===== src/rtl/sptag_pkg.sv =====
package sptag_pkg;

  localparam int TAG_POS   = 12;
  localparam int TAG_LEN   = 4;
  localparam int HDR_BYTES = TAG_POS + TAG_LEN;
  localparam int HSEL_W    = $clog2(HDR_BYTES);
  localparam int IDX_W     = HSEL_W + 1;
  localparam int VID_W     = 12;
  localparam int MASK_W    = 4;

  typedef enum logic [2:0] {
    ST_IDLE,
    ST_CAP,
    ST_DEC,
    ST_HEAD,
    ST_BODY,
    ST_PAD,
    ST_FCS
  } st_e;

  // One byte of reflected CRC-32, processed bit by bit, LSB first.
  function automatic logic [31:0] crc32_step(input logic [31:0] c, input logic [7:0] d);
    logic [31:0] r;
    r = c;
    for (int i = 0; i < 8; i++) begin
      if (r[0] ^ d[i]) r = (r >> 1) ^ 32'hEDB8_8320;
      else             r = r >> 1;
    end
    return r;
  endfunction

  // Byte k of the complemented CRC, least significant byte first.
  function automatic logic [7:0] fcs_pick(input logic [31:0] c, input logic [1:0] k);
    logic [31:0] f;
    f = ~c;
    case (k)
      2'd0:    return f[7:0];
      2'd1:    return f[15:8];
      2'd2:    return f[23:16];
      default: return f[31:24];
    endcase
  endfunction

  // Rewrite of one header byte when the tag is converted to a VLAN tag.
  function automatic logic [7:0] edit_tag_byte(input logic [IDX_W-1:0] idx,
                                               input logic [7:0] orig,
                                               input logic vid_null,
                                               input logic [VID_W-1:0] dvid);
    logic [7:0] b;
    b = orig;
    if (idx == IDX_W'(TAG_POS))          b = 8'h81;
    else if (idx == IDX_W'(TAG_POS + 1)) b = 8'h00;
    else if (idx == IDX_W'(TAG_POS + 2)) b = vid_null ? {orig[7:4], dvid[11:8]} : orig;
    else if (idx == IDX_W'(TAG_POS + 3)) b = vid_null ? dvid[7:0] : orig;
    return b;
  endfunction

endpackage


===== src/rtl/sptag_hdr_buf.sv =====
module sptag_hdr_buf
  import sptag_pkg::*;
#(
  parameter int DEPTH = HDR_BYTES,
  parameter int SEL_W = HSEL_W
)(
  input  logic             clk,
  input  logic             wr_en,
  input  logic [SEL_W-1:0] wr_sel,
  input  logic [7:0]       wr_data,
  input  logic [SEL_W-1:0] rd_sel,
  output logic [7:0]       rd_data,
  output logic [15:0]      tag_tpid,
  output logic [VID_W-1:0] tag_vid
);

  logic [7:0] slot [DEPTH];

  always_ff @(posedge clk) begin
    if (wr_en) slot[wr_sel] <= wr_data;
  end

  assign rd_data  = slot[rd_sel];
  assign tag_tpid = {slot[TAG_POS], slot[TAG_POS + 1]};
  assign tag_vid  = {slot[TAG_POS + 2][3:0], slot[TAG_POS + 3]};

endmodule


===== src/rtl/sptag_tag_dec.sv =====
module sptag_tag_dec
  import sptag_pkg::*;
(
  input  logic [15:0]       tpid,
  input  logic [VID_W-1:0]  vid,
  input  logic [IDX_W-1:0]  hdr_len,
  output logic              bad,
  output logic [MASK_W-1:0] mask,
  output logic              vid_null
);

  logic short_hdr;
  logic tpid_miss;

  assign short_hdr = hdr_len < IDX_W'(HDR_BYTES);
  assign tpid_miss = tpid[15:4] != 12'h810;
  assign bad       = short_hdr || tpid_miss;
  assign mask      = tpid[MASK_W-1:0];
  assign vid_null  = (vid == '0);

endmodule


===== src/rtl/sptag_crc.sv =====
module sptag_crc (
  input  logic        clk,
  input  logic        rst_n,
  input  logic        clr,
  input  logic        en,
  input  logic [7:0]  din,
  output logic [31:0] crc
);

  import sptag_pkg::*;

  always_ff @(posedge clk) begin
    if (!rst_n)   crc <= '1;
    else if (clr) crc <= '1;
    else if (en)  crc <= crc32_step(crc, din);
  end

endmodule


===== src/rtl/sptag_strip.sv =====
module sptag_strip
  import sptag_pkg::*;
#(
  parameter int NPORTS   = 4,
  parameter int PSEL_W   = (NPORTS > 1) ? $clog2(NPORTS) : 1,
  parameter int MIN_DATA = 60
)(
  input  logic              clk,
  input  logic              rst_n,
  input  logic [NPORTS-1:0] strip_en,
  input  logic [PSEL_W-1:0] egress_sel,
  input  logic [VID_W-1:0]  port_vid,
  input  logic              in_valid,
  output logic              in_ready,
  input  logic [7:0]        in_data,
  input  logic              in_sop,
  input  logic              in_eop,
  output logic              out_valid,
  output logic [7:0]        out_data,
  output logic              out_sop,
  output logic              out_eop,
  output logic              mask_valid,
  output logic [MASK_W-1:0] mask_out,
  output logic              malformed
);

  localparam int CNT_W = $clog2(MIN_DATA + 1);
  localparam logic [CNT_W-1:0] CNT_MIN  = CNT_W'(MIN_DATA);
  localparam logic [IDX_W-1:0] IDX_LAST = IDX_W'(HDR_BYTES - 1);
  localparam logic [IDX_W-1:0] IDX_PRE  = IDX_W'(TAG_POS - 1);
  localparam logic [IDX_W-1:0] IDX_SKIP = IDX_W'(HDR_BYTES);

  st_e st_q, st_d;

  logic [IDX_W-1:0]  wi_q, ri_q, hlen_q, wr_idx, ri_nx;
  logic              eop_seen_q, strip_q, bad_q, vnull_q;
  logic [VID_W-1:0]  dvid_q;
  logic [1:0]        fi_q;
  logic [CNT_W-1:0]  cnt_q, cnt_nx;

  // named internal events
  logic acc, start_acc, cap_acc, cap_done, head_last, need_pad, strip_frame;

  logic [7:0]        hd_byte;
  logic [15:0]       tag_tpid;
  logic [VID_W-1:0]  tag_vid;
  logic              dec_bad, dec_vnull;
  logic [MASK_W-1:0] dec_mask;

  logic [31:0] crc_q;
  logic        crc_en;
  logic        emit_v, emit_sop, emit_eop;
  logic [7:0]  emit_d;

  logic        ov_q, osop_q, oeop_q;
  logic [7:0]  od_q;

  // handshake and capture events
  assign in_ready  = (st_q == ST_IDLE) || (st_q == ST_CAP) || (st_q == ST_BODY);
  assign acc       = in_valid && in_ready;
  assign start_acc = (st_q == ST_IDLE) && acc && in_sop;
  assign cap_acc   = start_acc || ((st_q == ST_CAP) && acc);
  assign wr_idx    = (st_q == ST_IDLE) ? '0 : wi_q;
  assign cap_done  = cap_acc && (in_eop || (wr_idx == IDX_LAST));

  // header replay and length bookkeeping
  assign strip_frame = strip_q && !bad_q;
  assign ri_nx       = (strip_frame && (ri_q == IDX_PRE)) ? IDX_SKIP : ri_q + 1'b1;
  assign head_last   = ri_nx >= hlen_q;
  assign cnt_nx      = (cnt_q == CNT_MIN) ? cnt_q : cnt_q + 1'b1;
  assign need_pad    = strip_frame && (cnt_nx < CNT_MIN);

  sptag_hdr_buf #(
    .DEPTH (HDR_BYTES),
    .SEL_W (HSEL_W)
  ) u_buf (
    .clk      (clk),
    .wr_en    (cap_acc),
    .wr_sel   (wr_idx[HSEL_W-1:0]),
    .wr_data  (in_data),
    .rd_sel   (ri_q[HSEL_W-1:0]),
    .rd_data  (hd_byte),
    .tag_tpid (tag_tpid),
    .tag_vid  (tag_vid)
  );

  sptag_tag_dec u_dec (
    .tpid     (tag_tpid),
    .vid      (tag_vid),
    .hdr_len  (hlen_q),
    .bad      (dec_bad),
    .mask     (dec_mask),
    .vid_null (dec_vnull)
  );

  sptag_crc u_crc (
    .clk   (clk),
    .rst_n (rst_n),
    .clr   (st_q == ST_DEC),
    .en    (crc_en),
    .din   (emit_d),
    .crc   (crc_q)
  );

  // byte selection for the output register
  always_comb begin
    emit_v   = 1'b0;
    emit_sop = 1'b0;
    emit_eop = 1'b0;
    emit_d   = 8'h00;
    crc_en   = 1'b0;
    unique case (st_q)
      ST_HEAD: begin
        emit_v   = 1'b1;
        emit_sop = (ri_q == '0);
        emit_d   = (bad_q || strip_q) ? hd_byte
                                      : edit_tag_byte(ri_q, hd_byte, vnull_q, dvid_q);
        crc_en   = 1'b1;
      end
      ST_BODY: begin
        if (acc) begin
          emit_v = 1'b1;
          emit_d = in_data;
          crc_en = 1'b1;
        end
      end
      ST_PAD: begin
        emit_v = 1'b1;
        crc_en = 1'b1;
      end
      ST_FCS: begin
        emit_v   = 1'b1;
        emit_d   = fcs_pick(crc_q, fi_q);
        emit_eop = (fi_q == 2'd3);
      end
      default: ;
    endcase
  end

  // next state
  always_comb begin
    st_d = st_q;
    unique case (st_q)
      ST_IDLE: if (start_acc) st_d = cap_done ? ST_DEC : ST_CAP;
      ST_CAP:  if (cap_done)  st_d = ST_DEC;
      ST_DEC:  st_d = ST_HEAD;
      ST_HEAD: begin
        if (head_last) begin
          if (eop_seen_q) st_d = need_pad ? ST_PAD : ST_FCS;
          else            st_d = ST_BODY;
        end
      end
      ST_BODY: if (acc && in_eop) st_d = need_pad ? ST_PAD : ST_FCS;
      ST_PAD:  if (!need_pad) st_d = ST_FCS;
      ST_FCS:  if (fi_q == 2'd3) st_d = ST_IDLE;
      default: st_d = ST_IDLE;
    endcase
  end

  always_ff @(posedge clk) begin
    if (!rst_n) begin
      st_q       <= ST_IDLE;
      wi_q       <= '0;
      ri_q       <= '0;
      hlen_q     <= '0;
      eop_seen_q <= 1'b0;
      strip_q    <= 1'b0;
      bad_q      <= 1'b0;
      vnull_q    <= 1'b0;
      dvid_q     <= '0;
      fi_q       <= '0;
      cnt_q      <= '0;
      ov_q       <= 1'b0;
      osop_q     <= 1'b0;
      oeop_q     <= 1'b0;
      od_q       <= '0;
    end else begin
      st_q <= st_d;
      if (cap_acc) begin
        wi_q   <= wr_idx + 1'b1;
        hlen_q <= wr_idx + 1'b1;
      end
      if (start_acc) begin
        strip_q <= strip_en[egress_sel];
        dvid_q  <= port_vid;
      end
      if (cap_done) eop_seen_q <= in_eop;
      if (st_q == ST_DEC) begin
        bad_q   <= dec_bad;
        vnull_q <= dec_vnull;
        ri_q    <= '0;
        cnt_q   <= '0;
      end
      if (st_q == ST_HEAD) ri_q <= ri_nx;
      if (crc_en) cnt_q <= cnt_nx;
      fi_q   <= (st_q == ST_FCS) ? fi_q + 1'b1 : 2'd0;
      ov_q   <= emit_v;
      osop_q <= emit_sop;
      oeop_q <= emit_eop;
      od_q   <= emit_d;
    end
  end

  assign out_valid  = ov_q;
  assign out_data   = od_q;
  assign out_sop    = osop_q;
  assign out_eop    = oeop_q;
  assign mask_valid = (st_q == ST_DEC);
  assign malformed  = (st_q == ST_DEC) && dec_bad;
  assign mask_out   = ((st_q == ST_DEC) && !dec_bad) ? dec_mask : '0;

endmodule


===== config.mk =====
export PLATFORM = sky130hd
export DESIGN_NAME = sptag_strip
export DESIGN_NICKNAME = d
export VERILOG_FILES = /design/src/rtl/sptag_pkg.sv /design/src/rtl/sptag_hdr_buf.sv /design/src/rtl/sptag_tag_dec.sv /design/src/rtl/sptag_crc.sv /design/src/rtl/sptag_strip.sv
export SDC_FILE = /design/constraint.sdc
export NUM_CORES = 1
export LEC_CHECK = 0
export ABC_AREA = 0
export BUFFER_PORTS_ARGS = -buffer_cell sky130_fd_sc_hd__buf_2
export CELL_PAD_IN_SITES_DETAIL_PLACEMENT = 0
export CELL_PAD_IN_SITES_GLOBAL_PLACEMENT = 1
export CORE_MARGIN = 3
export CORE_UTILIZATION = 40
export CTS_BUF_LIST = sky130_fd_sc_hd__clkbuf_4 sky130_fd_sc_hd__clkbuf_8
export CTS_CLUSTER_SIZE = 24
export DETAILED_ROUTE_END_ITERATION = 10
export GPL_TIMING_DRIVEN = 0
export HOLD_SLACK_MARGIN = 0.1
export PLACE_DENSITY = 0.77
export SLEW_MARGIN = 40
export SYNTH_ARGS = -nofsm -noshare
export SYNTH_HDL_FRONTEND = slang
export SYNTH_HIERARCHICAL = 1
export SYNTH_SLANG_ARGS = --single-unit

===== constraint.sdc =====
create_clock -name clk -period 11 [get_ports clk]
set_input_delay 2.2 -clock clk [delete_from_list [all_inputs] [get_ports clk]]
set_output_delay 2.2 -clock clk [all_outputs]
set_load 0.03 [all_outputs]

==> results.toml <==
[status]
status = "complete, no violations"

[sta]
tns_ns = 0
hold_ws_ns = 0.462
worst_slew_pin_slew_ns = 0.819
max_freq_mhz = 202
fin_crit_sh = 0.449
fin_crit_ns = 4.94
drv_slew = 0
hold_viol = 0
rsz0062_at_grt = "no"
setup_viol = 0
max_slew_margin = 0.452
finClkSkew_ns = 0.0305

[clock_network]
cts-root-buf = "clkbuf_8"
tritoncts = "done"
postCtsHoldBufs = 0
cts_sinks = 208
clk_pin_slew_ns = 0.06
cts_buffers = 37
clk_latency_ns = 0.54
cts.path.max_buffers = 3
cts_setup_buffers = 0
cts-resized-gates = 0
htree_levels = 2

[floorplanning]
die_w_um = 165
initial_core_util = 0.412
die_h_um = 165
io_pins = 49
coreArea_mm2 = 0.0246
rows = 57
fp.dieArea_mm2 = 0.0273

[worst_setup_path]
cp_data_arrival_time_ns = 5.38
path_max_fanout = 9
path_class = "input port to register"
endpoint_kind = "register"
startpoint_type = "input port"
worst_r2r_path_depth = 14
required_ns = 11.44

[synth]
ys_warn_count = 6
yosys_most_used_dff = "edfxtp_1"
syn_inst = 842
synth_seq_area_share = 0.537
synth_top_area_cell = "edfxtp_1"
ys_seq_elements = 208
synth.avg_cell_area_um2 = 12.0
synth.distinct_cells = 74
synth.top_cell.area_share = 0.379
synth_edf_count = 128
synthesis.area_mm2 = 0.0101
synth-async-reset-ratio = 0
syn_nets = 891
yosys-top-cells-area = "edfxtp_1 (38%), dfxtp_1 (16%), mux4_2 (4.2%)"

[placement]
dpl.hpwl_um = 18100
io_buffer_count = 47
gp_congestion = 0.854

[pwr]
p_per_area_mw_per_mm2 = 193
p_leak_nw = 4.13
clkPwrFrac = 0.321
swShare = 0.315
power.switching_uw = 703
pwr-share-seq = 0.407
pwr-share-comb = 0.272
vdd_drop_max_v = 0.0000918
p_int_mw = 1.53

[routing]
drc_errors = 0
viasPerCell = 5.51
first_iter_violations = 572
drt_wl_total_um = 26100
vias = 7044
dr.pass1.iters = 5
antenna_left = 0
post_drt_wl_per_cell_um = 20.4

[global_route]
grt_use_met1 = 0.263
top_usage_layer = "met2"
antenna_found_initial = 0
grt_max_degree = 18
use_met3 = 0.0312
grt_usage = 0.193
overflow = 0
grt_pass1_wl_um = 39600
met2_usage = 0.317
grt_pass1_vias = 6787

[flow_run]
maxCapViolCount = 0

[min_path]
hold-path-cell-count = 2
hold_path_class = "register to register"

[cells_and_area]
num_antenna_cells = 0
nNetsFinal = 977
layout_common_cells = "edfxtp_1 (128), nand2_1 (87), dfxtp_1 (80)"
final_common_cell = "edfxtp_1"
drive_gt1_frac = 0.181
syn_to_final_growth_pct = 14.0
critical path, stage by stage:
cell	delay (ns)
clkbuf_1	0.28
nor4bb_1	0.32
clkbuf_1	0.38
nand2_1	0.09
o21ai_0	0.15
a31o_1	0.26
xnor2_1	0.27
xnor2_1	0.45
xor2_2	0.43
xor3_1	0.40
o21ai_0	0.14
flip-flops by register name (all words and copies together), names as in the netlist:
name        cells
bad_q           1
cnt_q           6
dvid_q         12
eop_seen_q      1
fi_q            2
hlen_q          5
out_data        8
out_eop         1
out_sop         1
out_valid       1
ri_q            5
st_q            3
strip_q         1
u_buf/slot    128
u_crc/crc      32
vnull_q         1
final cells by class:
class	count	area, um2
flip-flops and latches	208	5450
clock inverters	13	103
clock buffers	52	641
well taps	324	405
plain buffers	51	290
repair buffers	47	235
inverters	21	78.8
multi-input cells	562	4360
fillers	2236	13000
path summary, 6_finish.rpt:
kind	startpoint	endpoint	slack (ns)
worst max-delay path	in_valid	u_crc/crc[19]$_SDFFE_PP1P_	6.06
worst min-delay path	dvid_q[9]$_SDFFE_PN0P_	dvid_q[9]$_SDFFE_PN0P_	0.46
worst max register to register	ri_q[0]$_SDFFE_PN0P_	u_crc/crc[19]$_SDFFE_PP1P_	6.51
worst min register to register	dvid_q[9]$_SDFFE_PN0P_	dvid_q[9]$_SDFFE_PN0P_	0.46
metal layers:
layer | vias up | share of wire
met2 | 225 | 0.48
met3 | 38 | 0.056
met4 | 0 | 0.022
met1 | 3505 | 0.44
met5 | - | 0
li1 | 3276 | -
power groups by stage:
stage	clock network, mW	logic (mW)	registers (mW)
2_1_floorplan	0	0.454	0.917
3_3_place_gp	0	0.592	0.922
3_5_place_dp	0	0.598	0.922
4_1_cts	0.741	0.601	0.906
5_1_grt	0.777	0.652	0.912
6_report	0.716	0.606	0.907
synthesized netlist by cell type (3+ instances only):
master and count:
clkbuf_1 22, buf_1 3, nand4_1 4, a21boi_1 21, a22oi_1 22, mux4_2 19, a211o_1 5, a21oi_1 10
nor4_1 5, nor2_1 58, nor3b_1 6, o21a_1 3, mux4_1 14, dfxtp_1 80, o21ai_0 31, ha_1 18
a2111oi_0 4, buf_4 13, nand2b_1 10, mux2_1 3, xnor2_1 44, a221o_1 3, buf_2 7, a21o_1 3
and3_1 12, edfxtp_1 128, nor3_1 8, clkdlybuf4s25_2 3, xor2_1 18, nand3b_1 7, a211oi_1 7, nor2b_1 36
and2_1 18, a31oi_1 3, a31o_1 4, o21ai_1 10, o211ai_1 13, nand2_1 87, nand3_1 12, inv_1 19
buf_6 3, nand4b_1 3, o41ai_1 4
stage by stage:
stage	cell area, um2	util	setup WS [ns]	total power [mW]	std cells
5_1_grt	11600	0.470	5.87	2.34	1278
3_3_place_gp	10800	0.438	5.59	1.51	1213
6_report	11600	0.470	6.06	2.23	1278
3_5_place_dp	10800	0.439	5.61	1.52	1213
2_1_floorplan	10100	-	6.40	1.37	842
4_1_cts	11500	0.469	6.15	2.25	1278
kinds of logic (layout without fill, tap and decap cells):
logic type      Yosys count  count (layout)  synth area share
compound gates          156             156             0.108
xor+xnor                 69              69            0.0691
fa+ha+maj                18              18            0.0222
buf+inv                  72             184            0.0364
flops                   208             208             0.537
mux                      39              39            0.0850
simple gates            280             280             0.142
No activity file was read; power rests on OpenSTA's default activity.
